==> src/rtl/gated_timer16.sv <==
module gated_timer16 #(
  parameter int CNT_W = 16,
  parameter int PS_W  = 3
) (
  input  logic       clk,
  input  logic       rst_n,
  input  logic       div4_tick,
  input  logic       ext_clk,
  input  logic       aux_clk,
  input  logic       peer_ovf,
  input  logic       cmp1_out,
  input  logic       cmp2_out,
  input  logic       gate_pin,
  input  logic       wr_en,
  input  logic [2:0] wr_addr,
  input  logic [7:0] wr_data,
  input  logic [2:0] rd_addr,
  output logic [7:0] rd_data,
  output logic       ovf_flag,
  output logic       gate_flag
);
  localparam logic [CNT_W-1:0] TOP = '1;

  logic [CNT_W-1:0] cnt;
  logic [PS_W-1:0]  pcnt, pmask;
  logic [1:0] clk_sel, psc, g_src;
  logic run_on, ext_sync;
  logic g_en, g_pol, g_tog, g_sp, g_go;
  logic s1, s2, e_prev, a1, a_prev;
  logic gsamp, gsel_q, t_ff, g_q, sp_act;
  logic e_src, src_tick, gate_raw, gsel, g, g_rise, g_fall;
  logic gate_ok, pre_tick, inc, sp_done;

  wire wr_lo  = wr_en && wr_addr == 3'd0;
  wire wr_hi  = wr_en && wr_addr == 3'd1;
  wire wr_ctl = wr_en && wr_addr == 3'd2;
  wire wr_gt  = wr_en && wr_addr == 3'd3;
  wire wr_flg = wr_en && wr_addr == 3'd4;

  assign e_src = ext_sync ? s2 : s1;

  always_comb begin
    case (clk_sel)
      2'd0:    src_tick = 1'b1;
      2'd1:    src_tick = div4_tick;
      2'd2:    src_tick = e_src & ~e_prev;
      default: src_tick = a1 & ~a_prev;
    endcase
    case (g_src)
      2'd0:    gate_raw = gate_pin;
      2'd1:    gate_raw = peer_ovf;
      2'd2:    gate_raw = cmp1_out;
      default: gate_raw = cmp2_out;
    endcase
  end

  assign pmask    = PS_W'((4'd1 << psc) - 4'd1);
  assign pre_tick = run_on & src_tick & ((pcnt & pmask) == pmask);
  assign gsel     = gsamp ^ g_pol;
  assign g        = g_tog ? t_ff : gsel;
  assign g_rise   = g & ~g_q;
  assign g_fall   = ~g & g_q;
  assign gate_ok  = !g_en || (g_sp ? (g_go && g && (g_rise || sp_act)) : g);
  assign inc      = pre_tick & gate_ok;
  assign sp_done  = g_sp & g_go & sp_act & g_fall;

  always_ff @(posedge clk or negedge rst_n) begin
    if (!rst_n) begin
      cnt <= '0; pcnt <= '0;
      run_on <= 1'b0; clk_sel <= '0; psc <= '0; ext_sync <= 1'b0;
      g_en <= 1'b0; g_pol <= 1'b0; g_tog <= 1'b0; g_sp <= 1'b0; g_go <= 1'b0; g_src <= '0;
      s1 <= 1'b0; s2 <= 1'b0; e_prev <= 1'b0; a1 <= 1'b0; a_prev <= 1'b0;
      gsamp <= 1'b0; gsel_q <= 1'b0; t_ff <= 1'b0; g_q <= 1'b0; sp_act <= 1'b0;
      ovf_flag <= 1'b0; gate_flag <= 1'b0;
    end else begin
      s1 <= ext_clk; s2 <= s1; e_prev <= e_src;
      a1 <= aux_clk; a_prev <= a1;
      gsamp <= gate_raw; gsel_q <= gsel; g_q <= g;

      if (wr_lo || wr_hi) begin
        if (wr_lo) cnt[7:0] <= wr_data;
        if (wr_hi) cnt[15:8] <= wr_data;
      end else if (inc) begin
        cnt <= cnt + 1'b1;
      end

      if (wr_ctl) begin
        pcnt <= '0;
        {ext_sync, psc, clk_sel, run_on} <= wr_data[5:0];
      end else if (run_on && src_tick) begin
        pcnt <= pcnt + 1'b1;
      end

      if (wr_gt) begin
        {g_src} <= wr_data[7:6];
        {g_go, g_sp, g_tog, g_pol, g_en} <= wr_data[4:0];
      end else if (sp_done) begin
        g_go <= 1'b0;
      end

      if (!g_tog)                t_ff <= 1'b0;
      else if (gsel && !gsel_q)  t_ff <= ~t_ff;

      if (!g_sp || !g_go || g_fall) sp_act <= 1'b0;
      else if (g_rise)              sp_act <= 1'b1;

      ovf_flag  <= (wr_flg ? wr_data[0] : ovf_flag)
                   | (inc && !wr_lo && !wr_hi && cnt == TOP);
      gate_flag <= (wr_flg ? wr_data[1] : gate_flag) | sp_done;
    end
  end

  always_comb begin
    case (rd_addr)
      3'd0:    rd_data = cnt[7:0];
      3'd1:    rd_data = cnt[15:8];
      3'd2:    rd_data = {2'b00, ext_sync, psc, clk_sel, run_on};
      3'd3:    rd_data = {g_src, g, g_go, g_sp, g_tog, g_pol, g_en};
      3'd4:    rd_data = {6'b0, gate_flag, ovf_flag};
      default: rd_data = 8'h00;
    endcase
  end

  assert_write_wins_R2: assert property (@(posedge clk) disable iff (!rst_n)
    wr_lo |=> cnt[7:0] == $past(wr_data));
  assert_hold_when_off_R3: assert property (@(posedge clk) disable iff (!rst_n)
    (!run_on && !wr_lo && !wr_hi) |=> $stable(cnt));
  assert_prescaler_frozen_R4: assert property (@(posedge clk) disable iff (!rst_n)
    (!run_on && !wr_ctl) |=> $stable(pcnt));
  assert_gate_blocks_R6: assert property (@(posedge clk) disable iff (!rst_n)
    (g_en && !g_sp && !g && !wr_lo && !wr_hi) |=> $stable(cnt));
  assert_go_clear_flags_R9: assert property (@(posedge clk) disable iff (!rst_n)
    (g_go && !wr_gt) |=> (g_go || gate_flag));
  assert_wrap_sets_flag_R10: assert property (@(posedge clk) disable iff (!rst_n)
    (cnt == TOP && !wr_lo && !wr_hi && !wr_flg) |=> (cnt == TOP || ovf_flag));
  assert_flag_sticky_R10: assert property (@(posedge clk) disable iff (!rst_n)
    (ovf_flag && !wr_flg) |=> ovf_flag);
endmodule

==> config.mk <==
export PLATFORM = sky130hd
export DESIGN_NAME = gated_timer16
export DESIGN_NICKNAME = d
export VERILOG_FILES = /design/src/rtl/gated_timer16.sv
export SDC_FILE = /design/constraint.sdc
export NUM_CORES = 1
export LEC_CHECK = 0
export BUFFER_PORTS_ARGS = -buffer_cell sky130_fd_sc_hd__buf_2
export CAP_MARGIN = 20
export CELL_PAD_IN_SITES_DETAIL_PLACEMENT = 0
export CELL_PAD_IN_SITES_GLOBAL_PLACEMENT = 1
export CORE_ASPECT_RATIO = 0.8
export CORE_MARGIN = 2
export CORE_UTILIZATION = 49
export CTS_CLUSTER_DIAMETER = 60
export DETAILED_ROUTE_END_ITERATION = 7
export GPL_ROUTABILITY_DRIVEN = 0
export HOLD_SLACK_MARGIN = 0.02
export PLACE_DENSITY = 0.82
export SETUP_SLACK_MARGIN = 0.3
export SYNTH_ARGS = -nofsm -noshare
export SYNTH_HDL_FRONTEND = slang
export SYNTH_SLANG_ARGS = --single-unit
==> constraint.sdc <==
create_clock -name clk -period 3.5 [get_ports clk]
set_input_delay 0.525 -clock clk [delete_from_list [all_inputs] [get_ports clk]]
set_output_delay 0.525 -clock clk [all_outputs]
set_load 0.02 [all_outputs]
# ---- Yosys cells after proc, flatten, opt, wreduce, memory -nomap -nowiden
# Cells that the tools add are included.
dict set report word_totals {
  regBits 44
  inputBits 24
  out_inout_bits 10
  word_cells 118
}
dict set report classes {
  addsub 3
  n_eq_ne 17
  n_shift 1
  n_mux 20
  bitwise_logic 19
  reduce_logical 33
}
# cell n
set ops {}
lappend ops {{one-hot mux 8 bit (5 select lines)} 1}
lappend ops {{two-way mux 16 bit} 2}
lappend ops {{adder 16 x 1 -> 16 bit (second input constant)} 1}
lappend ops {{== test 16 bit (second input constant)} 1}
lappend ops {{two-way mux 8 bit} 2}
lappend ops {{== test 3 x 2 -> 1 bit (second input constant)} 4}
lappend ops {{logical AND 1 bit} 12}
lappend ops {{two-way mux 1 bit} 11}
lappend ops {{bitwise AND 1 bit} 10}
lappend ops {{nonzero test 2 bit} 4}
lappend ops {{== test 3 x 1 -> 1 bit (second input constant)} 2}
lappend ops {{== test 3 bit (second input constant)} 2}
lappend ops {{zero test 1 bit} 6}
lappend ops {{zero test 3 bit} 2}
lappend ops {{two-way mux 3 bit} 2}
lappend ops {{one-hot mux 1 bit (3 select lines)} 2}
lappend ops {{logical OR 1 bit} 5}
lappend ops {{NOT 1 bit} 5}
lappend ops {{== test 2 x 1 -> 1 bit (second input constant)} 2}
lappend ops {{== test 2 bit (second input constant)} 2}
lappend ops {{zero test 2 bit} 2}
lappend ops {{inequality test 2 bit (second input constant)} 2}
lappend ops {{AND reduction 2 bit} 2}
lappend ops {{adder 3 x 1 -> 3 bit (second input constant)} 1}
lappend ops {{7 further kinds} 8}

# ---- Longest topological paths before layout
# Gate-level depths: netlist (run 1).
dict set report logic_depth {
  word_depth 12
  ltp_mapped 8
  mapped_depth_nobuf 6
}

# ---- Least setup slack after synthesis (run 1)
# OpenSTA, ideal clock, no wires.
dict set report synth_timing {
  path_type {register to output}
  start {register g_pol}
  end {output port rd_data[5]}
  arrival_ps 1520
  t_required_ps 2975
  slack_ps 1455
  path_stages_with_launch 6
  n_path_buf 0
  cell_sequence {dfrtp_1 xor2_2 mux2i_4 inv_1 mux4_2 nor2b_1}
}
dict set report synth_between {
  elab_chain_len 3
}
# element line_no
set synth_lines {}
lappend synth_lines {{start: declaration} 28} ;# logic g_en, g_pol, g_tog, g_sp, g_go;
lappend synth_lines {{start signal: assignment} 96} ;# {g_go, g_sp, g_tog, g_pol, g_en} <= wr_data[4:0];
lappend synth_lines {{bitwise XOR 1 bit} 59} ;# assign gsel = gsamp ^ g_pol;
lappend synth_lines {{named net gsel} 31} ;# logic e_src, src_tick, gate_raw, gsel, g, g_rise, g_fall;
lappend synth_lines {{two-way mux 1 bit} 60} ;# assign g = g_tog ? t_ff : gsel;
lappend synth_lines {{named net g} 31}
lappend synth_lines {{one-hot mux 8 bit (5 select lines)} 114} ;# case (rd_addr)
lappend synth_lines {{end: declaration} 18} ;# output logic [7:0] rd_data,
# The timed path passes the listed nets, and every way through them passes these cells.

# ---- Final worst setup path (run 1)
# Same ends and word-level chain as after synthesis.

==> results.md, run 1 <==
* Status: finished, final reports clean
* Setup TNS at 0 ns
* Crit path launch type: flip-flop
* Max VDD drop at just over 0.3 mV
* Area delta synth->final at 12.8%
* First-pass GRT wire length at 9560 µm
* Max-cap viol count at 0
* Post-synth ARST share at 100%
* Syn nets at 260
* RSZ-0062 raised after global routing: no
* Worst hold slack at about 0.042 ns
* Die ar. at approximately 5700 µm²
* Seq pwr share at 46.2%
* Met3 usage at around 4.7%
* Die Ht at around 68 µm
* Placed standard-cell area at between 2000 and 3000 µm²
* Worst Setup End Kind: primary output
* Yosys cell types at 45
* Grt met1 use at ~31%
* Pin count of the biggest net entering global routing at 45
* Post-DP HPWL at approximately 4200 µm
* Max Buffers Root-to-Sink at 2
* Total power at between 1.5 and 2 mW
* Cell Rows at 23
* Number of diodes at 0
* Post-Syn Instances at 234
* LEAKAGE at 1.27 nW
* Setup Skew at around 0.0073 ns
* Kind of critical path: flip-flop to primary output
* Boundary Pins at 34
* P_sw at around 0.67 mW
* Hold Path Class: input port to asynchronous set/reset pin
* Initial DRC Count at approximately 120
* Fin crit period at between 2 and 3 ns
* Grt met2 use at about 34%
* Power Dens Cells at around 660 nW/µm²
* Setup ws final at 0.913 ns
* Final #Nets at between 200 and 300
* Clk sink count at 44
* Pre-CTS setup slack at 1.04 ns
* Max-slew headroom at roughly 56%
* Hold bufs inserted after CTS at 0
* CTS buffer count at 5
* DRT antenna net count at 0
* Placed Cells incl. Taps at 320
* H-tree depth at 2
* Port bufs at 33
* DIE WIDTH at 84.1 µm
* Total global-route track usage at 21.7%
* Post-route insts no fill at about 330
* Vias per cell at 5.72
* Worst EP arrival at 2.06 ns
* Syn_area_per_cell at around 11 µm²
* Number of global-route vias before repair at 1882
* Worst-margin pin slew at 0.664 ns
* Sequential fraction of the synthesis area at 43.8%
* Root buffer cell: clkbuf_8
* FF+latch count, synth at between 40 and 50
* Via Count at approximately 1900
* CTS tree: done
* Sw frac at a little over a third
* DRC Markers at 0
* # setup viols final at 0
* Drt first pass iters at 4
* Finished Cell Area at between 2000 and 3000 µm²
* Clock group share of total power at roughly a fifth
* Hold Vio Cnt, Final at 0
* Period utilisation layout at roughly 74%
* Clk slew on worst S/H paths at roughly 0.08 ns
* Initial core utilization at between 50% and 60%
* Setup bufs post-CTS at 0
* Ratio of cells with drive above 1 in the final layout at 28.8%
* Initial antenna violation count at 0
* Ys Warns at 0
* # resized after CTS at 0
* Synth Cell Area at about 2500 µm²
* Worst-Skew Late Latency at a little under 0.3 ns
* Number of synthesized flops with an enable pin at 0
* Core ar. at approximately 5000 µm²
* Drt wl/cell at approximately 17 µm
* Required time worst endpoint at approximately 3.0 ns
* Top FF cell, synth: dfrtp_1
* Global route hottest layer: met2
* Total internal power at between 1 and 1.5 mW
* Peak Freq at about 0.39 GHz
* Maximum fanout along the worst path at 5
* Grt total ovfl at 0
* Slew Viols, Final at 0
* Final Routed Wirelength at 5680 µm
* Utilization after layout at between 50% and 60%
* Comb pwr share at about a third
-- Yosys cell counts, drive strengths merged (4+ instances only) --
| library cell | instances | share of area [%] |
|---|---|---|
| and3 | 7 | 1.7 |
| clkbuf | 7 | 1.1 |
| nor2b | 8 | 2.0 |
| mux2 | 17 | 7.9 |
| nor2 | 26 | 3.9 |
| o21ai | 9 | 1.8 |
| mux2i | 9 | 4.1 |
| dfrtp | 44 | 44 |
| o31ai | 8 | 3.2 |
| a22oi | 5 | 1.7 |
| xor2 | 4 | 1.7 |
| nand3 | 8 | 1.6 |
| a21oi | 9 | 1.9 |
| mux4 | 5 | 4.5 |
| xnor2 | 10 | 3.5 |
| nand2 | 23 | 3.4 |
-- power by group through the flow --
stage	clock network [mW]	registers (mW)	logic, mW
floorplan	0	0.820	0.499
global placement	0	0.872	0.603
detailed placement	0	0.874	0.618
CTS	0.394	0.864	0.620
global route	0.414	0.899	0.693
finish	0.388	0.863	0.617
-- registers in the layout (all words and copies together), names as in the netlist --
name	flops
a1	1
a_prev	1
clk_sel	2
cnt	16
e_prev	1
ext_sync	1
g_en	1
g_go	1
g_pol	1
g_q	1
g_sp	1
g_src	2
g_tog	1
gate_flag	1
gsamp	1
gsel_q	1
ovf_flag	1
pcnt	3
psc	2
run_on	1
s1	1
s2	1
sp_act	1
t_ff	1
-- final timing paths --
kind,startpoint,endpoint,slack (ns),depth (start not counted)
max in group asynchronous,rst_n,g_en,3.02,2
worst min-delay path,rst_n,t_ff,0.04,1
min in group clk,aux_clk,a1,0.33,1
worst max register to register,ext_sync,cnt[15],1.20,6
worst max-delay path,g_pol,rd_data[5],0.91,6
worst min register to register,a1,a_prev,0.37,0
-- cell families after synthesis --
| family | Yosys count | share of synthesized area, % |
|---|---|---|
| multiplexers | 31 | 16.5 |
| buffers and inverters | 13 | 2.64 |
| XOR/XNOR | 14 | 5.17 |
| adder cells (fa/ha/maj) | 2 | 0.995 |
| AO/OA/AOI/OAI | 41 | 12.9 |
| flip-flops | 44 | 43.8 |
| AND/OR/NAND/NOR | 89 | 18.0 |
-- critical path, stage by stage, from the launching register on --
cell and delay, ns:
dfrtp_1 0.42, xor2_2 0.21, mux2i_4 0.27, inv_1 0.09, mux4_2 0.48, nor2b_1 0.14, buf_2 0.16
-- layout make-up --
cell class	instances	area, µm²
multi-input combinational	177	1350
tap	62	77.6
sequential	44	1100
inverter	3	11.3
clock inverter	2	35.0
clock buffer	6	72.6
timing repair buffer	35	193
fill	457	2140
-- layout by cell type (no fill, tap or decap), drive strengths merged, types with 3 or more instances in the layout --
cell and n:
o31ai 8, dfrtp 44, a21oi 9, a22oi 5, and4 3, nand3 8, nand2 23, mux4 5
nor2 26, clkbuf 6, nor2b 8, and3 7, buf 35, xor2 4, nand2b 3, mux2 17
o21ai 9, inv 3, xnor2 10, mux2i 9
-- metal layers --
metal	up-vias	part of all wire (%)
met4	0	1.1
met5	-	0
li1	899	-
met3	8	6.7
met2	52	44
met1	924	48
Power figures use the tool's default switching activity.
==> run 2, diff against run 1 <==
--- a/config.mk
+++ b/config.mk
@@ -11,12 +11,12 @@
 export CELL_PAD_IN_SITES_GLOBAL_PLACEMENT = 1
 export CORE_ASPECT_RATIO = 0.8
 export CORE_MARGIN = 2
-export CORE_UTILIZATION = 49
+export CORE_UTILIZATION = 41
 export CTS_CLUSTER_DIAMETER = 60
 export DETAILED_ROUTE_END_ITERATION = 7
 export GPL_ROUTABILITY_DRIVEN = 0
 export HOLD_SLACK_MARGIN = 0.02
-export PLACE_DENSITY = 0.82
+export PLACE_DENSITY = 0.73
 export SETUP_SLACK_MARGIN = 0.3
 export SYNTH_ARGS = -nofsm -noshare
 export SYNTH_HDL_FRONTEND = slang
==> constraint.sdc (replaced) <==
create_clock -name clk -period 2.19 [get_ports clk]
set_input_delay 0.3285 -clock clk [delete_from_list [all_inputs] [get_ports clk]]
set_output_delay 0.3285 -clock clk [all_outputs]
set_load 0.02 [all_outputs]
==> run 2 against run 1 <==
The flow now finishes with violations (setup timing). Non-clock buffer count grew 18. First-iteration DRC count shrank 23%. Flip-flop and latch count is the same. Combinational power grew 110%. Register-to-register slack lost 1.1 ns. Final area grew 9.5%. Sequential power grew 60%. Via count grew 2.3%. Clock power grew 69%. Critical endpoint unchanged. Highest routed layer unchanged.
==> results.md, run 2 (synthesis gave the netlist of run 1 again) <==
* Status: finished with violations
* Violated checks: setup timing
* DRT antenna net count at 0 (unchanged)
* Total power at 3.30 mW (+77%)
* Drt wl/cell at 17.3 µm (+0.15%)
* R2R Setup Slk at 0.13 ns (-1.07 ns)
* Clk sink count at 44 (unchanged)
* Number of global-route vias before repair at 2024 (+7.5%)
* Power Dens Cells at 1060 nW/µm² (+61%)
* Total internal power at 2.10 mW (+75%)
* Hold Path Class: input port to flip-flop
* Fin crit period at around 2.2 ns
* Hold path start: aux_clk
* Worst-margin pin slew at 0.470 ns (-0.194 ns)
* CTS tree: done
* Cell Rows at 25 (+8.7%)
* Core ar. at 5910 µm² (+19%)
* Setup Skew at 0.00646 ns (-0.000804 ns)
* Max Buffers Root-to-Sink at 2 (unchanged)
* Clock group share of total power at 19.9% (-0.9 points)
* Number of diodes at 0 (unchanged)
* Max-cap viol count at 0 (unchanged)
* Hold Path Depth at 1
* Max VDD drop at 0.378 mV (+22%)
* Root buffer cell: clkbuf_8
* Required time worst endpoint at 1.86 ns (-1.11 ns)
* Met3 usage at 3.75% (-0.96 points)
* LEAKAGE at 1.37 nW (+7.6%)
* Reg-to-reg endpoint: cnt[12]
* P_sw at 1.20 mW (+79%)
* Top Registers: cnt x16, pcnt x3
* Grt met2 use at 32.8% (-0.69 points)
* Sw frac at 36.3% (+0.52 points)
* Grt met1 use at 28.2% (-2.9 points)
* Seq pwr share at 41.8% (-4.4 points)
* Boundary Pins at 34 (unchanged)
* Kind of critical path: flip-flop to primary output
* Worst-Skew Late Latency at 0.31 ns (+0.02 ns)
* Initial core utilization at 42.5% (-8.0 points)
* Drt first pass iters at 4 (unchanged)
* Commonest non-fill, non-tap cell in the layout: dfrtp_1
* Initial antenna violation count at 0 (unchanged)
* Ratio of cells with drive above 1 in the final layout at 38.6% (+9.8 points)
* R2R Path Start: gsamp
* Final Routed Wirelength at 6330 µm (+11%)
* Hold Vio Cnt, Final at 0 (unchanged)
* H-tree depth at 2 (unchanged)
* Kind of cell adding the most delay to the critical path: multiplexers
* Finished Cell Area at 3110 µm² (+9.5%)
* Initial DRC Count at 89 (-23%)
* Port bufs at 33 (unchanged)
* # setup viols final at 1 (+1)
* Period utilisation layout at 102%
* Vias per cell at 5.27 (-8.0%)
* Setup ws final at -0.0422 ns (-0.955 ns)
* Die Ht at 74.1 µm (+8.8%)
* First-pass GRT wire length at 10400 µm (+8.4%)
* Crit path launch type: flip-flop
* Worst Setup End Kind: primary output
* Die ar. at 6780 µm² (+18%)
* Pin count of the biggest net entering global routing at 45 (unchanged)
* Maximum fanout along the worst path at 2 (-3)
* Area delta synth->final at 23.6%
* Grt total ovfl at 0 (unchanged)
* Global route hottest layer: met2
* Final #Nets at 310 (+6.2%)
* Most frequent cells in the layout: dfrtp_1 (37), buf_2 (29), nor2_1 (26)
* Worst-case reg-to-reg path depth at 7 (+1)
* Post-DP HPWL at 4530 µm (+8.2%)
* RSZ-0062 raised after global routing: yes
* Worst Hold End: a1
* DRC Markers at 0 (unchanged)
* Slew Viols, Final at 0 (unchanged)
* Worst hold slack at 0.120 ns (+0.0773 ns)
* Comb pwr share at 38.3% (+5.3 points)
* Worst EP arrival at 1.90 ns (-0.16 ns)
* Slowest cell delay on critical path at 0.47 ns (about the same)
* Max-slew headroom at 68.6% (+13 points)
* CP max-delay cell: mux4_2
* Clk slew on worst S/H paths at 0.09 ns (about the same)
* Most flop-heavy register: cnt
* Peak Freq at approximately 0.45 GHz
* Via Count at 1927 (+2.3%)
* Crit. path cell count at 6 (unchanged)
* CTS buffer count at 5 (unchanged)
* Number of flip-flops in the largest register at 16 (unchanged)
* Crit-path cells: xor2_2 -> mux2i_4 -> inv_2 -> mux4_2 -> nor2b_1 -> buf_4
* Total global-route track usage at 20.3% (-1.3 points)
* DIE WIDTH at 91.6 µm (+8.9%)
* Placed standard-cell area at 2800 µm² (+3.3%)
* Buffers plus inverters on the worst setup path at 2 (unchanged)
## run 2: changes by cell type in the layout (fill, tap and decap cells not counted), moves of 2 or more
cell	delta
nand2_1	-2
buf_4	+17
dfrtp_2	+7
o21ai_0	-4
o31ai_4	+3
dfrtp_1	-7
buf_2	-4
nand2_2	+2
o21ai_1	+4
buf_6	+3
o31ai_1	-4
## run 2: metal layers
metal	share of wire (%)	vias to the layer above
li1	-	934
met1	50	945
met2	44	40
met3	4.7	8
met4	1.3	0
met5	0	-
## run 2: worst reg2reg max path, cell delays in order, from the launching register on
cell and delay, ns:
dfrtp_1 0.42, xor2_2 0.24, mux2i_4 0.10, buf_4 0.16, a2111oi_4 0.37, a22oi_2 0.17, nor2_1 0.18, mux2_4 0.31
## run 2: final cells by class
type	count	area, µm²
fillers	523	2800
multi-input cells	177	1420
flip-flops and latches	44	1110
repair buffers	53	352
well taps	81	101
clock buffers	5	68.8
clock inverters	3	46.3
inverters	3	11.3
## run 2: through the flow
stage,setup TNS (ns),worst slack (ns),utilization (%),cells
global placement,0,0.200,47.3,346
detailed placement,0,0.151,47.3,346
global route,-0.102,-0.102,52.6,366
CTS,-0.0409,-0.0409,50.8,360
finish,-0.0422,-0.0422,52.6,366
floorplan,0,0.311,-,234
## run 2: how the worst max path moves through the flow
stage | from | to
finish | gsamp | rd_data[5]
global route | gsamp | rd_data[5]
CTS | gsamp | rd_data[5]
detailed placement | g_pol | rd_data[5]
global placement | g_pol | rd_data[5]
floorplan | ext_sync | cnt[7]
## run 2: repair_timing
item	CTS	global route
setup endpoints to repair	13	22
buffers inserted	5	5
gates resized for setup	9	24
pin swaps	4	3
hold buffers	1	0
endpoints found under the hold margin	44	0
cloned	0	1
## run 2: power by group through the flow
stage	logic [mW]	registers (mW)	clock network, mW
final	1.27	1.38	0.657
after global routing	1.40	1.43	0.704
after CTS	1.15	1.38	0.673
after detailed placement	1.04	1.39	0
after global placement	1.02	1.39	0
after floorplan	0.801	1.31	0
